--- src/rtl/fdg_pkg.sv ---
package fdg_pkg;

    // Bit layout of the status flags; it lands at stat_word[22:15].
    typedef struct packed {
        logic rx_full;   // 22
        logic tx_empty;  // 21
        logic rx_has;    // 20
        logic tx_room;   // 19
        logic rx_need;   // 18
        logic tx_need;   // 17
        logic rx_err;    // 16
        logic tx_err;    // 15
    } fdg_flags_t;

    localparam int FLAG_LSB = 15;

    // Registered outputs of the generator.
    typedef struct packed {
        logic       tx_dreq;
        logic       tx_panic;
        logic       rx_dreq;
        logic       rx_panic;
        fdg_flags_t flags;
        logic       irq;
    } fdg_out_t;

endpackage

--- src/rtl/fdg_req_cmp.sv ---
module fdg_req_cmp #(
    parameter int LVL_W = 7,
    parameter bit IS_RX = 1'b0
) (
    input  logic [LVL_W-1:0] level,
    input  logic [7:0]       req_thr,
    input  logic [7:0]       pan_thr,
    input  logic             en,
    output logic             req,
    output logic             pan
);
    localparam int CW = (LVL_W > 8) ? LVL_W : 8;

    logic [CW-1:0] lv, rt, pt;

    assign lv = CW'(level);
    assign rt = CW'(req_thr);
    assign pt = CW'(pan_thr);

    generate
        if (IS_RX) begin : g_rx
            // Receive side asks for service when the level is above threshold.
            assign req = en && (lv > rt);
            assign pan = en && (lv > pt);
        end else begin : g_tx
            // Transmit side asks for data when the level is below threshold.
            assign req = en && (lv < rt);
            assign pan = en && (lv < pt);
        end
    endgenerate
endmodule

--- src/rtl/fdg_level_flags.sv ---
module fdg_level_flags #(
    parameter int DEPTH = 64,
    parameter int LVL_W = $clog2(DEPTH + 1)
) (
    input  logic [LVL_W-1:0] tx_level,
    input  logic [LVL_W-1:0] rx_level,
    input  logic [1:0]       tx_sel,
    input  logic [1:0]       rx_sel,
    // {rx_full, tx_empty, rx_has, tx_room, rx_need, tx_need}
    output logic [5:0]       lvl_flags
);
    localparam int XW = LVL_W + 1;
    localparam logic [XW-1:0] L_ONE  = XW'(1);
    localparam logic [XW-1:0] L_QTR  = XW'(DEPTH / 4);
    localparam logic [XW-1:0] L_HALF = XW'(DEPTH / 2);
    localparam logic [XW-1:0] L_3QTR = XW'((3 * DEPTH) / 4);
    localparam logic [XW-1:0] L_FULL = XW'(DEPTH);

    logic [XW-1:0] tx_x, rx_x, tx_lim, rx_lim;

    assign tx_x = {1'b0, tx_level};
    assign rx_x = {1'b0, rx_level};

    always_comb begin
        unique case (tx_sel)
            2'd0:    tx_lim = L_ONE;
            2'd1:    tx_lim = L_QTR;
            2'd2:    tx_lim = L_HALF;
            default: tx_lim = L_3QTR;
        endcase
        unique case (rx_sel)
            2'd0:    rx_lim = L_ONE;
            2'd1:    rx_lim = L_QTR;
            2'd2:    rx_lim = L_HALF;
            default: rx_lim = L_FULL;
        endcase
    end

    assign lvl_flags = {
        (rx_x == L_FULL),
        (tx_x == '0),
        (rx_x != '0),
        (tx_x != L_FULL),
        (rx_x >= rx_lim),
        (tx_x <  tx_lim)
    };
endmodule

--- src/rtl/fdg_err_next.sv ---
module fdg_err_next (
    input  logic [1:0] err_q,   // [1] rx, [0] tx
    input  logic       tx_under,
    input  logic       rx_over,
    input  logic [1:0] clr,
    output logic [1:0] err_d
);
    // A fresh event wins over a clear in the same cycle.
    assign err_d = (err_q & ~clr) | {rx_over, tx_under};
endmodule

--- src/rtl/fifo_dreq_gen.sv ---
module fifo_dreq_gen
    import fdg_pkg::*;
#(
    parameter int DEPTH = 64,
    parameter int LVL_W = $clog2(DEPTH + 1)
) (
    input  logic             clk,
    input  logic             rst_n,
    input  logic             dma_en,
    input  logic [31:0]      thr_word,
    input  logic [1:0]       tx_sel,
    input  logic [1:0]       rx_sel,
    input  logic [3:0]       int_en,
    input  logic [1:0]       err_clr,
    input  logic [LVL_W-1:0] tx_level,
    input  logic [LVL_W-1:0] rx_level,
    input  logic             tx_pop,
    input  logic             rx_push,
    output logic             tx_dreq,
    output logic             tx_panic,
    output logic             rx_dreq,
    output logic             rx_panic,
    output logic [31:0]      stat_word,
    output logic [3:0]       int_stat,
    output logic             irq
);
    localparam int NDIR = 2;   // 0 = transmit, 1 = receive
    localparam logic [LVL_W:0] FULL_X = (LVL_W + 1)'(DEPTH);
    localparam int HI_PAD = 32 - FLAG_LSB - $bits(fdg_flags_t);

    fdg_out_t st_d, st_q;

    logic [LVL_W-1:0] lvl_a [NDIR];
    logic [NDIR-1:0]  req_a, pan_a;
    logic [5:0]       lvl_flags;
    logic             tx_under, rx_over;
    logic [1:0]       err_d;
    logic [3:0]       istat_d;

    assign lvl_a[0] = tx_level;
    assign lvl_a[1] = rx_level;

    generate
        for (genvar g = 0; g < NDIR; g++) begin : g_dir
            localparam int REQ_LSB = (NDIR - 1 - g) * 8;
            localparam int PAN_LSB = 16 + (NDIR - 1 - g) * 8;
            fdg_req_cmp #(
                .LVL_W (LVL_W),
                .IS_RX (g == 1)
            ) u_cmp (
                .level   (lvl_a[g]),
                .req_thr (thr_word[REQ_LSB +: 8]),
                .pan_thr (thr_word[PAN_LSB +: 8]),
                .en      (dma_en),
                .req     (req_a[g]),
                .pan     (pan_a[g])
            );
        end
    endgenerate

    fdg_level_flags #(
        .DEPTH (DEPTH),
        .LVL_W (LVL_W)
    ) u_flags (
        .tx_level  (tx_level),
        .rx_level  (rx_level),
        .tx_sel    (tx_sel),
        .rx_sel    (rx_sel),
        .lvl_flags (lvl_flags)
    );

    assign tx_under = tx_pop && (tx_level == '0);
    assign rx_over  = rx_push && ({1'b0, rx_level} == FULL_X);

    fdg_err_next u_err (
        .err_q    ({st_q.flags.rx_err, st_q.flags.tx_err}),
        .tx_under (tx_under),
        .rx_over  (rx_over),
        .clr      (err_clr),
        .err_d    (err_d)
    );

    always_comb begin
        st_d = st_q;
        st_d.tx_dreq  = req_a[0];
        st_d.tx_panic = pan_a[0];
        st_d.rx_dreq  = req_a[1];
        st_d.rx_panic = pan_a[1];
        {st_d.flags.rx_full, st_d.flags.tx_empty, st_d.flags.rx_has,
         st_d.flags.tx_room, st_d.flags.rx_need, st_d.flags.tx_need} = lvl_flags;
        st_d.flags.rx_err = err_d[1];
        st_d.flags.tx_err = err_d[0];
        istat_d  = {err_d[1], err_d[0], lvl_flags[1], lvl_flags[0]};
        st_d.irq = |(istat_d & int_en);
    end

    always_ff @(posedge clk or negedge rst_n) begin
        if (!rst_n) begin
            st_q <= '0;
        end else begin
            st_q <= st_d;
        end
    end

    assign tx_dreq   = st_q.tx_dreq;
    assign tx_panic  = st_q.tx_panic;
    assign rx_dreq   = st_q.rx_dreq;
    assign rx_panic  = st_q.rx_panic;
    assign stat_word = {{HI_PAD{1'b0}}, st_q.flags, {FLAG_LSB{1'b0}}};
    assign int_stat  = {st_q.flags.rx_err, st_q.flags.tx_err,
                        st_q.flags.rx_need, st_q.flags.tx_need};
    assign irq       = st_q.irq;


    dma_gate_chk: assert property (@(posedge clk) disable iff (!rst_n)
        !dma_en |=> !(tx_dreq || tx_panic || rx_dreq || rx_panic));


    tx_panic_low_lvl_chk: assert property (@(posedge clk) disable iff (!rst_n)
        (dma_en && tx_level == '0 && thr_word[31:24] != 8'd0) |=> tx_panic);


    underrun_set_chk: assert property (@(posedge clk) disable iff (!rst_n)
        (tx_pop && tx_level == '0) |=> int_stat[2]);


    tx_err_sticky_chk: assert property (@(posedge clk) disable iff (!rst_n)
        (int_stat[2] && !err_clr[0]) |=> int_stat[2]);


    overrun_set_chk: assert property (@(posedge clk) disable iff (!rst_n)
        (rx_push && {1'b0, rx_level} == FULL_X) |=> int_stat[3]);


    irq_masked_chk: assert property (@(posedge clk) disable iff (!rst_n)
        (int_en == 4'd0) |=> !irq);


    stat_pad_chk: assert property (@(posedge clk) disable iff (!rst_n)
        (stat_word[31:23] == '0) && (stat_word[14:0] == '0));
endmodule

--- config.mk ---
export PLATFORM = sky130hd
export DESIGN_NAME = fifo_dreq_gen
export DESIGN_NICKNAME = d
export VERILOG_FILES = /design/src/rtl/fdg_pkg.sv /design/src/rtl/fdg_req_cmp.sv /design/src/rtl/fdg_level_flags.sv /design/src/rtl/fdg_err_next.sv /design/src/rtl/fifo_dreq_gen.sv
export SDC_FILE = /design/constraint.sdc
export NUM_CORES = 1
export LEC_CHECK = 0
export BUFFER_PORTS_ARGS = -buffer_cell sky130_fd_sc_hd__buf_2
export CAP_MARGIN = 20
export CORE_UTILIZATION = 46
export DETAILED_ROUTE_END_ITERATION = 10
export GPL_ROUTABILITY_DRIVEN = 0
export PLACE_DENSITY_LB_ADDON = 0.08
export SETUP_SLACK_MARGIN = 0.3
export SLEW_MARGIN = 10
export SYNTH_ARGS = -nofsm -noshare
export SYNTH_HDL_FRONTEND = slang
export SYNTH_SLANG_ARGS = --single-unit
export TNS_END_PERCENT = 100
--- constraint.sdc ---
create_clock -name clk -period 1.4 [get_ports clk]
set_input_delay 0.28 -clock clk [delete_from_list [all_inputs] [get_ports clk]]
set_output_delay 0.28 -clock clk [all_outputs]
set_load 0.01 [all_outputs]
==> results.tsv, run 1 <==
stage	metric	value	unit
routing	wl_per_cell	11.9	um
clock_network	cts_root_buf	clkbuf_4	
cells_and_area	n_antenna_cell	0	
routing	via_count	1471	
sta	final.period_utilization	83.7	%
grt	grt_util_all_layers	19.7	%
min_path	hold_depth	3	
place	port_buffers	77	
routing	drc	0	
cells_and_area	final_util	77.3	%
worst_setup_path	rr_worst_depth	3	
place	place_area	2130	um2
synth	avgSynthCellArea	8.73	um2
worst_setup_path	worstSetupPathType	input pin to register	
worst_setup_path	endpoint_kind	register	
place	dp.cells	303	
grt	gr-total-overflow	0	
cells_and_area	fill_cells	231	
synth	synthArstFlopShare	100	%
cells_and_area	syn2layout_area_growth	56.0	%
synth	yosysWarnings	0	
run_status	outcome	completed	
place	place_hpwl	2.88	mm
worst_setup_path	timing.rr.start	int_stat[3]	
pwr	p_leak	1.27	nW
sta	period_needed	1.17	ns
worst_setup_path	r2r-end	irq	
cells_and_area	nets	361	
clock_network	cts_tree	done	
floorplan	core_area	3100	um2
sta	setup_violations	0	
min_path	hold_class	input pin to register	
floorplan	start_util	49.5	%
clock_network	cts_buffers	3	
worst_setup_path	rrSetupSlack	0.40	ns
pwr	power.density	509	nW/um2
sta	fmax	853	MHz
clock_network	path_clk_slew	0.08	ns
routing	dr.pass1.iters	4	
sta	rsz0062_at_grt	yes	
grt	grt_pass1_wl	5.38	mm
synth	synthCells	176	
job	max_cap_violations	0	
grt	grt_pass1_vias	1305	
worst_setup_path	arrival	1.36	ns
grt	antenna_found_initial	0	
worst_setup_path	crit_required	1.58	ns
synth	syn_area	1540	um2
min_path	hold_end	irq	
clock_network	clockBufferDepth	2	
floorplan	die-height	59.8	um
cells_and_area	fin_cells	311	
routing	drt_iter0_markers	51	
synth	synth_edf_count	0	
synth	yosysUniqueCellTypes	35	
pwr	ir_drop	307	uV
clock_network	cts_htree_levels	1	
clock_network	insertion_delay	0.26	ns
sta	timing.hold.ws	0.249	ns
floorplan	die_w	59.8	um
worst_setup_path	path_cells	buf_8, or4_4, nor4_4, o211ai_1, o2111ai_2	
floorplan	row_count	20	
worst_setup_path	crit_slowest_cell	or4_4	
min_path	min_from	int_en[2]	
routing	vias_per_cell	4.73	
grt	grt_max_degree	14	
sta	setup_tns	0	ns
cells_and_area	drive_gt1_share	50.9	%
cells_and_area	stdcell_area	2400	um2
routing	wl	3.70	mm
worst_setup_path	critPathLaunchType	input pin	
clock_network	clock_sinks	13	
synth	seq_area_frac_synth	21.2	%
synth	ys_seq_elements	13	
worst_setup_path	slowest_delay	0.57	ns
synth	ys.flop_type	dfrtp_1	
sta	skew	0.000242	ns
floorplan	dieArea	3580	um2
worst_setup_path	crit_fanout	2	
sta	finalMaxSlewViolations	0	
pwr	total_power	1.22	mW
sta	fin_ws	0.228	ns
floorplan	pin_count	102	
place	pre_cts_ws	-0.116	ns
sta	hold_violations	0	
routing	antenna_left	0	
==> timing repair <==
action,CTS,global route
hold buffers,1,0
pin swaps,18,15
gates resized for setup,18,23
cloned,0,0
hold endpoints to repair,13,0
setup buffers,2,1
endpoints found under the setup margin,6,9
==> cells by family after synthesis <==
kind of cell	after synthesis	synth area share [%]
DFF	13	21.2
AOI/OAI and AO/OA	37	16.3
and+or+nand+nor	33	14.7
adders and majority gates	32	26.1
other	1	0.244
buffers and inverters	60	21.5
==> registers in the layout, summed over array words and instances (netlist names) <==
signal,count
int_stat,4
stat_word,4
irq,1
rx_dreq,1
rx_panic,1
tx_dreq,1
tx_panic,1
==> metal layers <==
layer / vias up / GRT usage [%] / share of wire [%]
met5: - / 0 / 0
met4: 0 / 2.99 / 0.43
met3: 2 / 1.30 / 5.3
met2: 69 / 38.3 / 51
met1: 655 / 23.8 / 43
li1: 745 / - / -
==> how the worst max path moves through the flow <==
stage | startpoint | endpoint | slack [ns] | cells past startpoint
after floorplan | tx_level[3] | irq | 0.13 | 4
after global placement | rx_sel[1] | irq | -0.10 | 7
after detailed placement | rx_sel[1] | irq | -0.12 | 7
after CTS | tx_level[0] | irq | 0.21 | 5
after global routing | rx_level[1] | rx_dreq | 0.19 | 7
final | tx_level[3] | irq | 0.23 | 5
==> cells in the final DEF (no fill, tap or decap), types with 2 or more instances in the layout <==
cell,n
a2111oi_4,2
a211oi_2,3
a21o_1,4
a21oi_1,6
a31oi_1,2
and4b_1,2
buf_2,70
buf_4,9
buf_6,7
buf_8,3
clkbuf_4,4
conb_1,24
dfrtp_1,13
ha_1,17
ha_4,15
inv_1,24
inv_2,5
inv_4,3
nand2_1,5
nand2b_1,4
nand2b_4,2
nand4_1,2
nand4b_1,2
nor2_1,3
nor2_4,2
o211a_1,2
o21a_1,3
o21ai_0,5
o21ai_1,3
o22ai_1,2
==> worst max-delay path: cells and delay by family <==
| family | cells | cell delay (ns) |
|---|---|---|
| AO/OA/AOI/OAI | 2 | 0.22 |
| buffers and inverters | 1 | 0.10 |
| AND/OR/NAND/NOR | 2 | 0.76 |
==> cell usage after synthesis (all sizes together) (2+ instances only) <==
master | count | area share [%]
a2111oi | 2 | 1.1
a211oi | 3 | 1.5
a21o | 4 | 2.0
a21oi | 6 | 2.0
a31oi | 2 | 0.81
and4b | 2 | 1.3
buf | 28 | 14
dfrtp | 13 | 21
ha | 32 | 26
inv | 32 | 7.8
nand2 | 6 | 1.5
nand2b | 6 | 2.4
nand4 | 2 | 0.81
nand4b | 2 | 1.1
nor2 | 5 | 1.2
nor3 | 2 | 0.98
nor4 | 2 | 1.8
o211a | 2 | 1.3
o21a | 3 | 1.5
o21ai | 9 | 2.9
o22ai | 3 | 1.6
==> area by class of cell <==
type	count	area, um2	area share (%)
Inverter	32	128	5.32
Timing Repair Buffer	92	579	24.2
Tap cell	44	55.1	2.30
Sequential cell	13	325	13.6
Clock buffer	4	26.3	1.10
Multi-Input combinational cell	126	1280	53.5
==> where the power goes <==
| group | switching [mW] | internal [mW] | leakage (nW) |
|---|---|---|---|
| Clock | 0.112 | 0.110 | 0.0150 |
| Sequential | 0.00559 | 0.394 | 0.161 |
| Combinational | 0.294 | 0.304 | 1.10 |
Note: power is estimated with default switching activity, not from simulation.
==> inputs of run 2 (changes only) <==
CORE_UTILIZATION = 38   (was 46)
clock period = 0.95 ns   (was 1.4 ns; I/O delays follow)
==> results.tsv, run 2 (same netlist as run 1, synthesis figures left out) <==
stage	metric	value	unit	change
place	pre_cts_ws	-0.499	ns	-0.383 ns
worst_setup_path	crit_required	1.09	ns	-0.49 ns
worst_setup_path	slowest_delay	0.58	ns	about the same
worst_setup_path	path_cells	buf_8, or4_4, buf_6, nor3_2, nand2_1		
cells_and_area	final_cell_mix	buf_2 (63), conb_1 (24), inv_1 (23), ha_4 (17), buf_4 (17)		
cells_and_area	stdcell_area	2600	um2	+8.4%
routing	dr_wl_met3	213	um	+9.8%
min_path	hold_class	input pin to register		
worst_setup_path	crit_fanout	3		+1
sta	setup_violations	13		+13
floorplan	row_count	22		+10%
floorplan	start_util	40.7	%	-8.8 points
routing	via_count	1501		+2.0%
worst_setup_path	crit_slowest_cell	or4_4		
clock_network	cts_tree	done		
sta	fin_ws	-0.126	ns	-0.353 ns
clock_network	cts_htree_levels	1		unchanged
sta	rsz0062_at_grt	yes		
routing	met1Wirelength	1.59	mm	+0.13%
grt	grt_pass1_wl	5.91	mm	+9.9%
cells_and_area	syn2layout_area_growth	69.1	%	
routing	drc	0		unchanged
run_status	outcome	finished, violations left		
routing	wl	3.76	mm	+1.8%
sta	final.period_utilization	113	%	
clock_network	insertion_delay	0.25	ns	about the same
grt	grt_pass1_vias	1366		+4.7%
cells_and_area	final_util	68.9	%	-8.3 points
clock_network	cts_root_buf	clkbuf_8		
pwr	power.density	786	nW/um2	+55%
pwr	ir_drop	396	uV	+29%
place	dp.cells	313		+3.3%
grt	grt_max_degree	14		unchanged
floorplan	die-height	65.6	um	+9.7%
worst_setup_path	critPathLaunchType	input pin		
routing	wl_per_cell	11.6	um	-2.3%
pwr	p_leak	1.34	nW	+5.4%
pwr	total_power	2.04	mW	+68%
worst_setup_path	arrival	1.21	ns	-0.15 ns
job	max_cap_violations	0		unchanged
cells_and_area	drive_gt1_share	55.4	%	+4.5 points
place	port_buffers	77		unchanged
place	place_area	2180	um2	+2.5%
clock_network	cts_buffers	3		unchanged
routing	highest_layer	met4		
routing	met2WireLength	1.93	mm	+1.5%
cells_and_area	final_common_cell	buf_2		
routing	drt_iter0_markers	59		+16%
sta	hold_violations	0		unchanged
sta	finalMaxSlewViolations	0		unchanged
clock_network	clock_sinks	13		unchanged
floorplan	pin_count	102		unchanged
sta	fmax	929	MHz	
floorplan	die_w	65.6	um	+9.7%
floorplan	dieArea	4300	um2	+20%
cells_and_area	fin_cells	324		+4.2%
routing	dr.pass1.iters	4		unchanged
routing	vias_per_cell	4.63		-2.1%
routing	antenna_left	0		unchanged
sta	period_needed	1.08	ns	
sta	skew	0.00226	ns	+0.00202 ns
clock_network	clockBufferDepth	2		unchanged
cells_and_area	nets	370		+2.5%
floorplan	core_area	3770	um2	+22%
worst_setup_path	worstSetupPathType	input pin to register		
cells_and_area	n_antenna_cell	0		unchanged
grt	antenna_found_initial	0		unchanged
grt	gr-total-overflow	0		unchanged
clock_network	path_clk_slew	0.06	ns	-0.02 ns
grt	grt_util_all_layers	18.2	%	-1.5 points
run_status	violations	setup timing		
place	place_hpwl	2.99	mm	+3.7%
worst_setup_path	endpoint_kind	register		
[run 2: cell types whose count changed in the layout (fill, tap and decap cells not counted), moves of 2 or more]
cell / previous run / this run
o21ai_0: 5 / 3
ha_4: 15 / 17
o21ai_1: 3 / 5
clkbuf_8: 0 / 3
buf_6: 7 / 14
buf_4: 9 / 17
buf_2: 70 / 63
clkbuf_4: 4 / 0
ha_1: 17 / 14
[run 2: cell type report]
type                    instances  area, um2
clock buffers                   3       41.3
clock inverters                 1       5.00
fillers                       301       1170
inverters                      32        130
multi-input cells             126       1330
flip-flops and latches         13        325
well taps                      48       60.1
repair buffers                101        711
[run 2: critical path: cells and delay by family]
kind | cells | cell delay, ns
simple gates | 3 | 0.77
buf+inv | 2 | 0.25
[run 2: worst paths after layout]
| path | from | end | slack [ns] | cells after the start |
|---|---|---|---|---|
| hold reg to reg | int_stat[2] | int_stat[2] | 0.58 | 2 |
| max in group asynchronous | rst_n | irq | 0.38 | 2 |
| setup reg to reg | int_stat[3] | irq | -0.02 | 3 |
| hold / removal | err_clr[0] | int_stat[2] | 0.14 | 2 |
| min in group asynchronous | rst_n | stat_word[19] | 0.35 | 2 |
| setup / recovery | tx_level[3] | stat_word[19] | -0.13 | 5 |
[run 2: metal layers]
metal,track usage [%],up-vias
li1,-,764
met1,21.7,668
met2,33.9,66
met3,1.74,3
met4,5.71,0
met5,0,-
[run 2: through the flow]
stage	hold slack, ns	setup TNS [ns]
after floorplan	-0.106	-1.01
after global placement	0.0930	-3.94
after detailed placement	0.0899	-4.13
after CTS	0.139	-0.838
after global routing	0.148	-1.47
final	0.140	-0.918
[run 2: power breakdown]
group	switching (mW)	internal, mW
sequential	0.00932	0.582
combinational	0.445	0.504
clock	0.213	0.290
total	0.667	1.38
[run 2: what timing repair did]
action | 4_1_cts | 5_1_grt
hold buffers | 1 | 0
pin swaps | 22 | 10
setup endpoints to repair | 30 | 30
setup buffers | 3 | 3
hold endpoints to repair | 13 | 0
gates resized for setup | 52 | 14
cloned | 0 | 0
==> inputs of run 3 (changes only) <==
BUFFER_PORTS_ARGS = unset   (was -buffer_cell sky130_fd_sc_hd__buf_2)
CORE_UTILIZATION = 55   (was 38)
DONT_BUFFER_PORTS = 1   (was unset)
==> results.tsv, run 3 (same netlist as run 1, synthesis figures left out) <==
stage	metric	value	unit	change
run_status	outcome	finished, violations left		
run_status	violations	hold timing, setup timing		
grt	grt_max_degree	14		unchanged
worst_setup_path	cp_num_cells	1		-4
sta	worstMarginPinSlew	0.568	ns	
floorplan	dieArea	3010	um2	-30%
routing	wl_per_cell	16.6	um	+43%
routing	antenna_left	0		unchanged
floorplan	die-height	54.9	um	-16%
worst_setup_path	critPathLaunchType	register		
cells_and_area	drive_gt1_share	33.9	%	-22 points
routing	via_count	1214		-19%
clock_network	clock_sinks	13		unchanged
pwr	ir_drop	1160	uV	+190%
worst_setup_path	r2r-end	irq		
sta	hold_violations	14		+14
grt	grt_pass1_wl	5.16	mm	-13%
clock_network	insertion_delay	0.28	ns	+0.03 ns
routing	dr.pass1.iters	4		unchanged
sta	period_needed	1.01	ns	-0.0649 ns
sta	timing.hold.ws	-0.0434	ns	-0.183 ns
pwr	swShare	32.9	%	+0.24 points
grt	grt_pass1_vias	1204		-12%
sta	final.period_utilization	106	%	-6.8 points
place	port_buffers	0		-100%
pwr	pwr-share-comb	39.5	%	-6.9 points
clock_network	postCtsHoldBufs	2		+1
pwr	p_seq_share	39.0	%	+10 points
pwr	total_power	1.58	mW	-23%
sta	fin_ws	-0.0610	ns	+0.0649 ns
cells_and_area	final_cell_mix	conb_1 (24), inv_1 (21), ha_4 (17), ha_1 (15), dfrtp_1 (11)		
floorplan	row_count	18		-18%
sta	finalMaxSlewViolations	0		unchanged
worst_setup_path	path_buf_inv	1		-1
grt	gr-total-overflow	0		unchanged
cells_and_area	syn2layout_area_growth	29.7	%	
routing	wl	3.54	mm	-5.8%
worst_setup_path	slowest_delay	0.40	ns	-0.18 ns
floorplan	start_util	59.8	%	+19 points
sta	rsz0062_at_grt	yes		
floorplan	die_w	54.9	um	-16%
worst_setup_path	path_cells	buf_6		
pwr	internal_power	1.06	mW	-23%
pwr	p_leak	0.930	nW	-31%
min_path	hold_class	input pin to async pin		
floorplan	pin_count	102		unchanged
grt	grt_util_all_layers	24.6	%	+6.4 points
worst_setup_path	timing.rr.start	int_stat[3]		
cells_and_area	fin_cells	213		-34%
routing	drc	0		unchanged
worst_setup_path	crit_fanout	2		-1
sta	relSlewSlack	62.1	%	
sta	setup_violations	4		-9
worst_setup_path	arrival	0.82	ns	-0.39 ns
worst_setup_path	endpoint_kind	output port		
worst_setup_path	crit_required	0.76	ns	-0.33 ns
cells_and_area	final_common_cell	conb_1		
routing	vias_per_cell	5.70		+23%
clock_network	cts_htree_levels	1		unchanged
place	place_hpwl	2.80	mm	-6.3%
worst_setup_path	cp_top_family	flip-flops		
worst_setup_path	crit_slowest_cell	dfrtp_1		
worst_setup_path	rrSetupSlack	0.01	ns	+0.03 ns
clock_network	cts_buffers	3		unchanged
clock_network	clockBufferDepth	2		unchanged
job	max_cap_violations	0		unchanged
pwr	power.density	792	nW/um2	+0.67%
worst_setup_path	worstSetupPathType	register to output port		
place	dp.cells	206		-34%
cells_and_area	nets	277		-25%
sta	fmax	989	MHz	+6.4%
floorplan	core_area	2570	um2	-32%
sta	skew	0.00733	ns	+0.00506 ns
cells_and_area	n_antenna_cell	0		unchanged
clock_network	cts_tree	done		
clock_network	cts_root_buf	clkbuf_4		
worst_setup_path	rr_worst_depth	3		unchanged
pwr	clkPwrFrac	21.4	%	-3.2 points
clock_network	path_clk_slew	0.08	ns	+0.02 ns
cells_and_area	fill_cells	172		-43%
grt	antenna_found_initial	0		unchanged
routing	drt_iter0_markers	26		-56%
pwr	switchingPower	0.519	mW	-22%
## run 3: changes by cell type in the layout (fill, tap and decap cells not counted), sizes merged
cell          delta
clkinv           +1
dlygate4sd3      -1
dlymetal6s4s     +2
buf             -94
inv              -1
## run 3: power groups by stage
stage / logic (mW) / clock network, mW / registers, mW
3_5_place_dp: 0.496 / 0 / 0.626
3_3_place_gp: 0.458 / 0 / 0.625
6_report: 0.624 / 0.338 / 0.616
5_1_grt: 0.706 / 0.367 / 0.623
2_1_floorplan: 0.498 / 0 / 0.619
4_1_cts: 0.573 / 0.347 / 0.614
## run 3: how the worst max path moves through the flow
stage / from / end / slack [ns]
2_1_floorplan: tx_level[3] / irq / -0.23
3_3_place_gp: rx_sel[1] / irq / -0.32
3_5_place_dp: rx_sel[1] / irq / -0.38
4_1_cts: int_stat[3] / stat_word[16] / -0.06
5_1_grt: int_stat[3] / stat_word[16] / -0.08
6_report: int_stat[3] / stat_word[16] / -0.06
## run 3: stage by stage
stage	instance area (um2)	setup slack (ns)	util (%)	TNS [ns]
after floorplan	1830	-0.230	-	-1.01
final	1990	-0.0610	77.6	-0.197
after global placement	1680	-0.322	65.5	-1.64
after CTS	1890	-0.0626	73.5	-0.265
after global routing	1990	-0.0843	77.6	-0.337
after detailed placement	1680	-0.385	65.5	-1.94
## run 3: final cells by class
class	count	area, um2	area share [%]
Multi-Input combinational cell	126	1340	67.4
Clock buffer	3	22.5	1.13
Timing Repair Buffer	8	88.8	4.46
Inverter	32	169	8.47
Clock inverter	1	5.00	0.251
Sequential cell	13	328	16.4
Tap cell	30	37.5	1.88
## run 3: repair_timing
| action | 4_1_cts | 5_1_grt |
|---|---|---|
| resized for setup | 34 | 25 |
| setup endpoints to repair | 28 | 41 |
| gates cloned | 0 | 0 |
| setup buffers | 0 | 1 |
| endpoints found under the hold margin | 15 | 1 |
| pin swaps | 24 | 17 |
## run 3: per-layer routing
| metal | GRT usage, % | vias to the layer above | routed length, um |
|---|---|---|---|
| met3 | 3.61 | 12 | 310 |
| met2 | 43.6 | 73 | 1830 |
| met1 | 27.4 | 555 | 1290 |
| met4 | 14.5 | 0 | 110 |
| met5 | 0 | - | 0 |
| li1 | - | 574 | - |
